==> src/rtl/pwm_burst_pkg.sv <==
`timescale 1ns/1ps
package pwm_burst_pkg;
  localparam logic [1:0] ADDR_PERIOD = 2'd0;
  localparam logic [1:0] ADDR_CMP    = 2'd1;
  localparam logic [1:0] ADDR_CFG    = 2'd2;
  localparam logic [1:0] ADDR_COUNT  = 2'd3;

  // strobes from control to datapath
  typedef struct packed {
    logic forceUpd;  // copy shadows into use, clear counter
    logic run;       // counter advances, reference may go active
  } ctrlStrobe_t;
endpackage

==> src/rtl/pwm_burst_dp.sv <==
`timescale 1ns/1ps
module pwm_burst_dp
  import pwm_burst_pkg::*;
#(
  parameter int CNT_W   = 16,
  parameter int PULSE_W = 8
) (
  input  logic               clk,
  input  logic               rst_n,
  input  logic               wrEn,
  input  logic [1:0]         wrAddr,
  input  logic [CNT_W-1:0]   wrData,
  input  ctrlStrobe_t        ctrl,
  output logic               wrap,
  output logic [PULSE_W-1:0] pulseCfg,
  output logic [CNT_W-1:0]   cnt,
  output logic [CNT_W-1:0]   cmpAct,
  output logic               preloadOn,
  output logic               polLow,
  output logic               pwmOut,
  output logic               updateFlag
);
  logic [CNT_W-1:0] arrShadow, arrAct, cmpShadow;
  logic [CNT_W-1:0] arrShadowNxt, cmpShadowNxt;
  logic             outEn;
  logic             arrWr, cmpWr, cfgWr, cntWr;
  logic             refActive;

  always_comb begin
    arrWr = wrEn && (wrAddr == ADDR_PERIOD);
    cmpWr = wrEn && (wrAddr == ADDR_CMP);
    cfgWr = wrEn && (wrAddr == ADDR_CFG);
    cntWr = wrEn && (wrAddr == ADDR_COUNT);
  end

  assign arrShadowNxt = arrWr ? wrData : arrShadow;
  assign cmpShadowNxt = cmpWr ? wrData : cmpShadow;

  assign wrap = ctrl.run && (cnt == arrAct);

  always_ff @(posedge clk) begin
    if (!rst_n) begin
      arrShadow  <= '0;
      arrAct     <= '0;
      cmpShadow  <= '0;
      cmpAct     <= '0;
      pulseCfg   <= '0;
      outEn      <= 1'b0;
      preloadOn  <= 1'b0;
      polLow     <= 1'b0;
      cnt        <= '0;
      updateFlag <= 1'b0;
    end else begin
      arrShadow <= arrShadowNxt;
      cmpShadow <= cmpShadowNxt;
      if (cfgWr) begin
        polLow    <= wrData[0];
        preloadOn <= wrData[1];
        outEn     <= wrData[2];
      end
      if (cntWr) pulseCfg <= wrData[PULSE_W-1:0];

      if (ctrl.forceUpd || wrap) begin
        arrAct <= arrShadowNxt;
        cmpAct <= cmpShadowNxt;
      end else if (cmpWr && !preloadOn) begin
        cmpAct <= wrData;
      end

      if (ctrl.forceUpd)  cnt <= '0;
      else if (wrap)      cnt <= '0;
      else if (ctrl.run)  cnt <= cnt + 1'b1;

      updateFlag <= ctrl.forceUpd || wrap;
    end
  end

  // polarity is applied after the active/inactive decision
  assign refActive = ctrl.run && (cnt < cmpAct);
  assign pwmOut    = outEn ? (refActive ^ polLow) : polLow;
endmodule

==> src/rtl/pwm_burst_ctrl.sv <==
`timescale 1ns/1ps
module pwm_burst_ctrl
  import pwm_burst_pkg::*;
#(
  parameter int PULSE_W = 8
) (
  input  logic               clk,
  input  logic               rst_n,
  input  logic               start,
  input  logic               swUpdate,
  input  logic               wrap,
  input  logic [PULSE_W-1:0] pulseCfg,
  output ctrlStrobe_t        ctrl,
  output logic [PULSE_W-1:0] remain,
  output logic               done
);
  logic running;
  logic startOk;
  logic lastWrap;

  assign startOk  = start && !running && (pulseCfg != '0);
  assign lastWrap = running && wrap && !swUpdate && (remain == PULSE_W'(1));

  assign ctrl.forceUpd = startOk || swUpdate;
  assign ctrl.run      = running;

  always_ff @(posedge clk) begin
    if (!rst_n) begin
      running <= 1'b0;
      remain  <= '0;
      done    <= 1'b0;
    end else begin
      done <= 1'b0;
      if (startOk) begin
        running <= 1'b1;
        remain  <= pulseCfg;
      end else if (running && wrap && !swUpdate) begin
        remain <= remain - 1'b1;
        if (lastWrap) begin
          running <= 1'b0;
          done    <= 1'b1;
        end
      end
    end
  end
endmodule

==> src/rtl/pwm_burst_gen.sv <==
`timescale 1ns/1ps
module pwm_burst_gen
  import pwm_burst_pkg::*;
#(
  parameter int CNT_W   = 16,
  parameter int PULSE_W = 8
) (
  input  logic             clk,
  input  logic             rst_n,
  input  logic             wrEn,
  input  logic [1:0]       wrAddr,
  input  logic [CNT_W-1:0] wrData,
  input  logic             start,
  input  logic             swUpdate,
  output logic             pwmOut,
  output logic             running,
  output logic             done,
  output logic             updateFlag
);
  ctrlStrobe_t        ctrlS;
  logic               wrap;
  logic [PULSE_W-1:0] pulseCfg;
  logic [PULSE_W-1:0] remain;
  logic [CNT_W-1:0]   cnt;
  logic [CNT_W-1:0]   cmpAct;
  logic               preloadOn;
  logic               polLow;

  pwm_burst_ctrl #(.PULSE_W(PULSE_W)) ctrl_i (
    .clk(clk), .rst_n(rst_n), .start(start), .swUpdate(swUpdate),
    .wrap(wrap), .pulseCfg(pulseCfg), .ctrl(ctrlS), .remain(remain),
    .done(done)
  );

  pwm_burst_dp #(.CNT_W(CNT_W), .PULSE_W(PULSE_W)) dp_i (
    .clk(clk), .rst_n(rst_n), .wrEn(wrEn), .wrAddr(wrAddr),
    .wrData(wrData), .ctrl(ctrlS), .wrap(wrap), .pulseCfg(pulseCfg),
    .cnt(cnt), .cmpAct(cmpAct), .preloadOn(preloadOn), .polLow(polLow),
    .pwmOut(pwmOut), .updateFlag(updateFlag)
  );

  assign running = ctrlS.run;
endmodule

==> config.mk <==
export PLATFORM = sky130hd
export DESIGN_NAME = pwm_burst_gen
export DESIGN_NICKNAME = d
export VERILOG_FILES = /design/src/rtl/pwm_burst_pkg.sv /design/src/rtl/pwm_burst_dp.sv /design/src/rtl/pwm_burst_ctrl.sv /design/src/rtl/pwm_burst_gen.sv
export SDC_FILE = /design/constraint.sdc
export NUM_CORES = 1
export LEC_CHECK = 0
export ABC_AREA = 0
export BUFFER_PORTS_ARGS = -buffer_cell sky130_fd_sc_hd__buf_2
export CORE_MARGIN = 10
export CORE_UTILIZATION = 40
export DETAILED_ROUTE_END_ITERATION = 10
export PLACE_DENSITY = 0.64
export SYNTH_ARGS = -nofsm -noshare
export SYNTH_HDL_FRONTEND = slang
export SYNTH_SLANG_ARGS = --single-unit
==> constraint.sdc <==
create_clock -name clk -period 2.45 [get_ports clk]
set_clock_uncertainty 0.05 [all_clocks]
set_input_delay 0.1225 -clock clk [delete_from_list [all_inputs] [get_ports clk]]
set_output_delay 0.1225 -clock clk [all_outputs]
set_load 0.02 [all_outputs]
==> flow_summary.json, run 1 <==
{
  "outcome": "complete, no violations",
  "synth_top_area_cell": "dfxtp_1",
  "p_leak_uw": 0.00244,
  "finalCriticalPeriod_ns": 2.35,
  "most-common-layout-cells": "dfxtp_1 (99), nor2_1 (70), mux2i_1 (44)",
  "tns_ns": 0,
  "worstHoldStart": "wrData[3]",
  "rows": 41,
  "power_density_mw_per_mm2": 657,
  "path_class": "register to primary output",
  "ys_seq_area_frac": 0.404,
  "slew_viol_final": 0,
  "hpwl_um": 8390,
  "drc_errors": 0,
  "first_iter_violations": 214,
  "numCtsBuffers": 9,
  "drtPass1Iterations": 4,
  "wire_per_inst_um": 16.0,
  "vias": 3760,
  "whs_path_depth": 3,
  "reg2reg_to": "dp_i.cmpAct[10]",
  "place.gp.congestion": 0.829,
  "pwr-share-seq": 0.465,
  "synth.cell_area_mm2": 0.00505,
  "setup_violations": 0,
  "cp-start-kind": "register",
  "grtUsageTotal": 0.133,
  "fp.dieW_um": 132,
  "fin_crit_sh": 0.961,
  "crit_fanout": 7,
  "clkSlewWorstSetupHoldPaths_ns": 0.07,
  "grt_pass1_vias": 3844,
  "comb_power_share": 0.136,
  "clock.fmax_mhz": 425,
  "ioPinCount": 27,
  "area_growth_pct": 14.1,
  "clk_latency_ns": 0.34,
  "post_cts_buffers": 0,
  "clockBufferDepth": 2,
  "final_common_cell": "dfxtp_1",
  "dieArea_mm2": 0.0175,
  "tightest_slew_ns": 1.25,
  "drv_cap": 0,
  "synth_top_area_frac": 0.404,
  "hold_slack_ns": 0.0509,
  "worstPathArrival_ns": 2.18,
  "min_delay_worst_endpoint": "dp_i.pulseCfg[3]",
  "routed_wl_um": 11700,
  "synth_cells": 529,
  "max_slew_margin": 0.162,
  "htree_levels": 3,
  "ff2ff_setup_slack_ns": 0.1,
  "async_flop_share": 0,
  "portBuffers": 26,
  "p_switching_uw": 946,
  "overflow": 0,
  "route.met3.wl_um": 355,
  "wl_met2_um": 5660,
  "ys_types": 55,
  "ys_ff_latch": 102,
  "m1WireLength_um": 5500,
  "cts.sink_count": 102,
  "peakVddDrop_mv": 0.377,
  "postRouteAntennaNets": 0,
  "fp.dieH_um": 132,
  "total_power_uw": 3790,
  "yosys-top-cells-area": "dfxtp_1 (40%), mux2i_1 (8.7%), mux2_4 (8.6%), nor2_1 (5.2%), ha_1 (4.5%)",
  "worst_setup_path_end_kind": "primary output",
  "ctsHoldBuffers": 0,
  "routed.top_layer": "met4",
  "clkPwrFrac": 0.399,
  "diodes": 0,
  "r2r_cells": 6,
  "drive_above_1_share": 0.195,
  "finalNetCount": 594,
  "synth_edf_count": 0,
  "antenna_found_initial": 0,
  "grt_max_degree": 47,
  "syn_nets": 570,
  "fp.coreArea_mm2": 0.0125,
  "hold_viol": 0,
  "internal_power_uw": 2840,
  "initial_core_util": 0.404,
  "worstPathRequired_ns": 2.28,
  "grt_pass1_wl_um": 19400,
  "synth-main-ff-cell": "dfxtp_1",
  "vias_per_cell": 5.15,
  "sw_frac_of_total": 0.250,
  "rr_startpoint": "dp_i.cnt[9]",
  "avgSynthCellArea_um2": 9.55,
  "cts_tree": "done",
  "cts_root_buf": "clkbuf_16",
  "yosys_warnings": 0,
  "hold_class": "primary input to register"
}
==> flip-flops by register name (all words and copies together) (netlist names) <==
register         cells
dp_i.arrShadow      16
dp_i.arrAct         16
dp_i.cmpShadow      16
dp_i.polLow          1
dp_i.cmpAct         16
dp_i.outEn           1
dp_i.pulseCfg        8
ctrl_i.remain        8
ctrl_i.running       1
dp_i.preloadOn       1
dp_i.cnt            16
ctrl_i.done          1
dp_i.updateFlag      1
==> metal layers <==
metal	global-route usage	vias up
li1	-	1895
met1	0.169	1809
met2	0.219	45
met3	0.0278	11
met4	0.0434	0
met5	0	-
==> repair_timing <==
item,CTS,global route
endpoints found under the hold margin,0,0
resized for setup,9,6
endpoints found under the setup margin,1,1
pin swaps,1,3
cloned,0,0
==> cell families after synthesis <==
group,Yosys count,synth area share
adder cells (fa/ha/maj),18,0.0446
AND/OR/NAND/NOR,186,0.184
buffers and inverters,48,0.0485
XOR/XNOR,28,0.0500
AO/OA/AOI/OAI,71,0.0886
flip-flops,102,0.404
multiplexers,76,0.180
==> power groups by stage <==
stage          registers [uW]  clock network [uW]  logic, uW
3_5_place_dp             1800                   0        502
6_report                 1760                1510        513
3_3_place_gp             1800                   0        497
2_1_floorplan            1790                   0        383
4_1_cts                  1760                1550        509
5_1_grt                  1770                1600        562
==> final cells by class <==
| class | instances | area, um2 |
|---|---|---|
| fill | 1195 | 6750 |
| multi-input combinational | 379 | 2830 |
| sequential | 102 | 2050 |
| clock buffer | 13 | 280 |
| timing repair buffer | 40 | 267 |
| tap | 172 | 215 |
| inverter | 21 | 78.8 |
| clock inverter | 3 | 40.0 |
==> worst max path at each step <==
stage	to	startpoint	cells past startpoint	slack [ns]
3_3_place_gp	dp_i.arrAct[8]	dp_i.cnt[9]	6	0.21
4_1_cts	pwmOut	dp_i.cmpAct[4]	9	0.01
3_5_place_dp	dp_i.cmpAct[10]	dp_i.cnt[9]	6	0.14
6_report	pwmOut	dp_i.cnt[5]	8	0.1
2_1_floorplan	dp_i.arrAct[10]	ctrl_i.running	8	0.17
5_1_grt	pwmOut	dp_i.cnt[8]	8	-0.01
==> synth_stat cells (all sizes together), types with 9 or more instances <==
cell type	number
dfxtp	102
nor2	70
mux2i	44
mux2	32
nand2	24
o21ai	24
inv	21
a21oi	19
ha	18
nand3	18
and2	17
clkbuf	16
xnor2	16
xor2	12
buf	11
or4	9
==> stage by stage <==
stage                     setup slack (ns)  std cells   util  cell area [um2]
after global placement               0.205        714  0.429             5370
after global routing               -0.0112        730  0.461             5770
after floorplan                      0.170        529      -             5050
after detailed placement             0.139        714  0.429             5370
after CTS                           0.0135        730  0.457             5720
final                               0.0951        730  0.461             5770
==> critical path: stages (launching register included) <==
cell      delay (ns)
dfxtp_2         0.42
ha_1            0.26
and3_4          0.16
a221oi_2        0.23
o21ai_1         0.12
a211oi_2        0.20
buf_4           0.15
xor2_2          0.17
buf_6           0.14
Note: power is estimated with default switching activity, not from simulation.
==> run 2, diff against run 1 <==
--- a/config.mk
+++ b/config.mk
@@ -11,6 +11,7 @@
 export CORE_UTILIZATION = 40
 export DETAILED_ROUTE_END_ITERATION = 10
 export PLACE_DENSITY = 0.64
+export SETUP_SLACK_MARGIN = 0.4
 export SYNTH_ARGS = -nofsm -noshare
 export SYNTH_HDL_FRONTEND = slang
 export SYNTH_SLANG_ARGS = --single-unit
==> run 2 against run 1 <==
Against the previous run:
- core utilization up 3.6 points
- sequential cell count unchanged
- setup slack worse by 0.021 ns
- critical endpoint unchanged
==> flow_summary.json, run 2 (synthesized netlist as in run 1, its figures left out) <==
{
  "outcome": "complete, no violations",
  "placed_area_mm2": 0.00540,
  "drtPass1Iterations": 5,
  "peakVddDrop_mv": 0.295,
  "comb_power_share": 0.183,
  "p_leak_uw": 0.00262,
  "drive_above_1_share": 0.322,
  "path_buf_inv": 1,
  "fin_crit_sh": 0.970,
  "cts_root_buf": "clkbuf_16",
  "crit_fanout": 2,
  "fp.dieW_um": 132,
  "cp-start-kind": "register",
  "cts.sink_count": 102,
  "worst_setup_path_end_kind": "primary output",
  "cpPeakStageDelay_ns": 0.36,
  "grt_pass1_vias": 4145,
  "pwr-share-seq": 0.470,
  "grtUsageTotal": 0.148,
  "vias_per_cell": 5.35,
  "clock.fmax_mhz": 421,
  "drv_cap": 0,
  "fin_area_mm2": 0.00622,
  "hold_viol": 0,
  "final_common_cell": "dfxtp_1",
  "place.gp.congestion": 0.870,
  "worstPathArrival_ns": 2.20,
  "diodes": 0,
  "most-common-layout-cells": "dfxtp_1 (76), nor2_1 (61), mux2i_1 (44)",
  "cts_tree": "done",
  "p_switching_uw": 983,
  "internal_power_uw": 2760,
  "max_slew_margin": 0.489,
  "finalCriticalPeriod_ns": 2.38,
  "sw_frac_of_total": 0.262,
  "crit_chain": "ha_4, and3_4, a221oi_2, o21ai_1, a211oi_2, xor2_1, buf_4",
  "grt_max_degree": 55,
  "fp.dieH_um": 132,
  "r2r_cells": 7,
  "reg2reg_to": "dp_i.arrAct[12]",
  "routed_wl_um": 13100,
  "area_growth_pct": 23.1,
  "critical_path.endpoint": "pwmOut",
  "slew_viol_final": 0,
  "numCtsBuffers": 9,
  "drc_errors": 0,
  "clockBufferDepth": 2,
  "crit_family": "compound AO/OA/AOI/OAI gates",
  "dp_cells": 714,
  "final_cells": 752,
  "power_density_mw_per_mm2": 602,
  "crit_slowest_cell": "dfxtp_4",
  "postRouteAntennaNets": 0,
  "whs_path_depth": 3,
  "clkPwrFrac": 0.347,
  "path_depth": 7,
  "hold_class": "primary input to register",
  "grt_pass1_wl_um": 21300,
  "ioPinCount": 27,
  "hpwl_um": 8750,
  "clk_latency_ns": 0.35,
  "worstPathRequired_ns": 2.28,
  "crit_start": "dp_i.cnt[7]",
  "final_util": 0.497,
  "antenna_found_initial": 0,
  "rr_startpoint": "dp_i.cnt[4]",
  "setup_violations": 0,
  "vias": 4021,
  "tns_ns": 0,
  "fp.coreArea_mm2": 0.0125,
  "path_class": "register to primary output",
  "clkSlewWorstSetupHoldPaths_ns": 0.06,
  "portBuffers": 26,
  "ff2ff_setup_slack_ns": 0.20,
  "rows": 41,
  "htree_levels": 3,
  "tightest_slew_ns": 0.760,
  "initial_core_util": 0.404,
  "dieArea_mm2": 0.0175,
  "n_fill_cell": 1162,
  "rsz0062_at_grt": "yes",
  "first_iter_violations": 421,
  "wire_per_inst_um": 17.4,
  "finalNetCount": 617,
  "overflow": 0,
  "total_power_uw": 3750
}
-- run 2: cell count changes in the layout (fill, tap and decap cells not counted), moves of 7 or more --
cell	delta
nor2_1	-9
buf_4	+12
nor2_2	+8
dfxtp_1	-23
dfxtp_2	+19
buf_6	+7
-- run 2: how the worst min path moves through the flow --
stage / from / end
finish: wrData[4] / dp_i.pulseCfg[4]
global route: wrData[7] / dp_i.pulseCfg[7]
CTS: wrData[4] / dp_i.pulseCfg[4]
detailed placement: wrData[4] / dp_i.pulseCfg[4]
global placement: wrData[4] / dp_i.pulseCfg[4]
floorplan: wrData[2] / dp_i.outEn
-- run 2: final cells by class --
cell class | instances | area [um2] | area share
multi-input combinational | 379 | 3040 | 0.489
sequential | 102 | 2090 | 0.336
timing repair buffer | 63 | 536 | 0.0861
clock buffer | 13 | 250 | 0.0402
tap | 172 | 215 | 0.0346
inverter | 21 | 78.8 | 0.0127
clock inverter | 2 | 10.0 | 0.00161
-- run 2: repair_timing --
item | in CTS | in global routing
resized for setup | 67 | 15
hold buffers | 0 | 0
pin swaps | 33 | 7
setup endpoints to repair | 55 | 57
buffers inserted | 16 | 4
gates cloned | 3 | 0
-- run 2: per-stage QoR --
step	hold WS (ns)	setup WS, ns
final	0.0436	0.0744
after global routing	0.0634	0.0325
after CTS	0.0321	0.0595
after detailed placement	0.390	0.000535
after global placement	0.375	0.0955
after floorplan	0.216	0.309
-- run 2: worst min-delay path, stage by stage --
cell and delay [ns]:
buf_2 0.13, mux2i_1 0.08, nor2_1 0.08
-- run 2: power groups by stage --
stage               Clock, uW  Sequential, uW  Combinational [uW]
finish                   1300            1760                 685
global placement            0            1800                 496
CTS                      1330            1760                 641
global route             1390            1770                 733
detailed placement          0            1800                 506
floorplan                   0            1790                 385
-- run 2: per-layer routing --
| layer | wire length, um | GRT usage | up-vias |
|---|---|---|---|
| met5 | 0 | 0 | - |
| met4 | 324 | 0.0630 | 0 |
| li1 | - | - | 1938 |
| met1 | 5850 | 0.181 | 1944 |
| met3 | 580 | 0.0328 | 28 |
| met2 | 6340 | 0.245 | 111 |
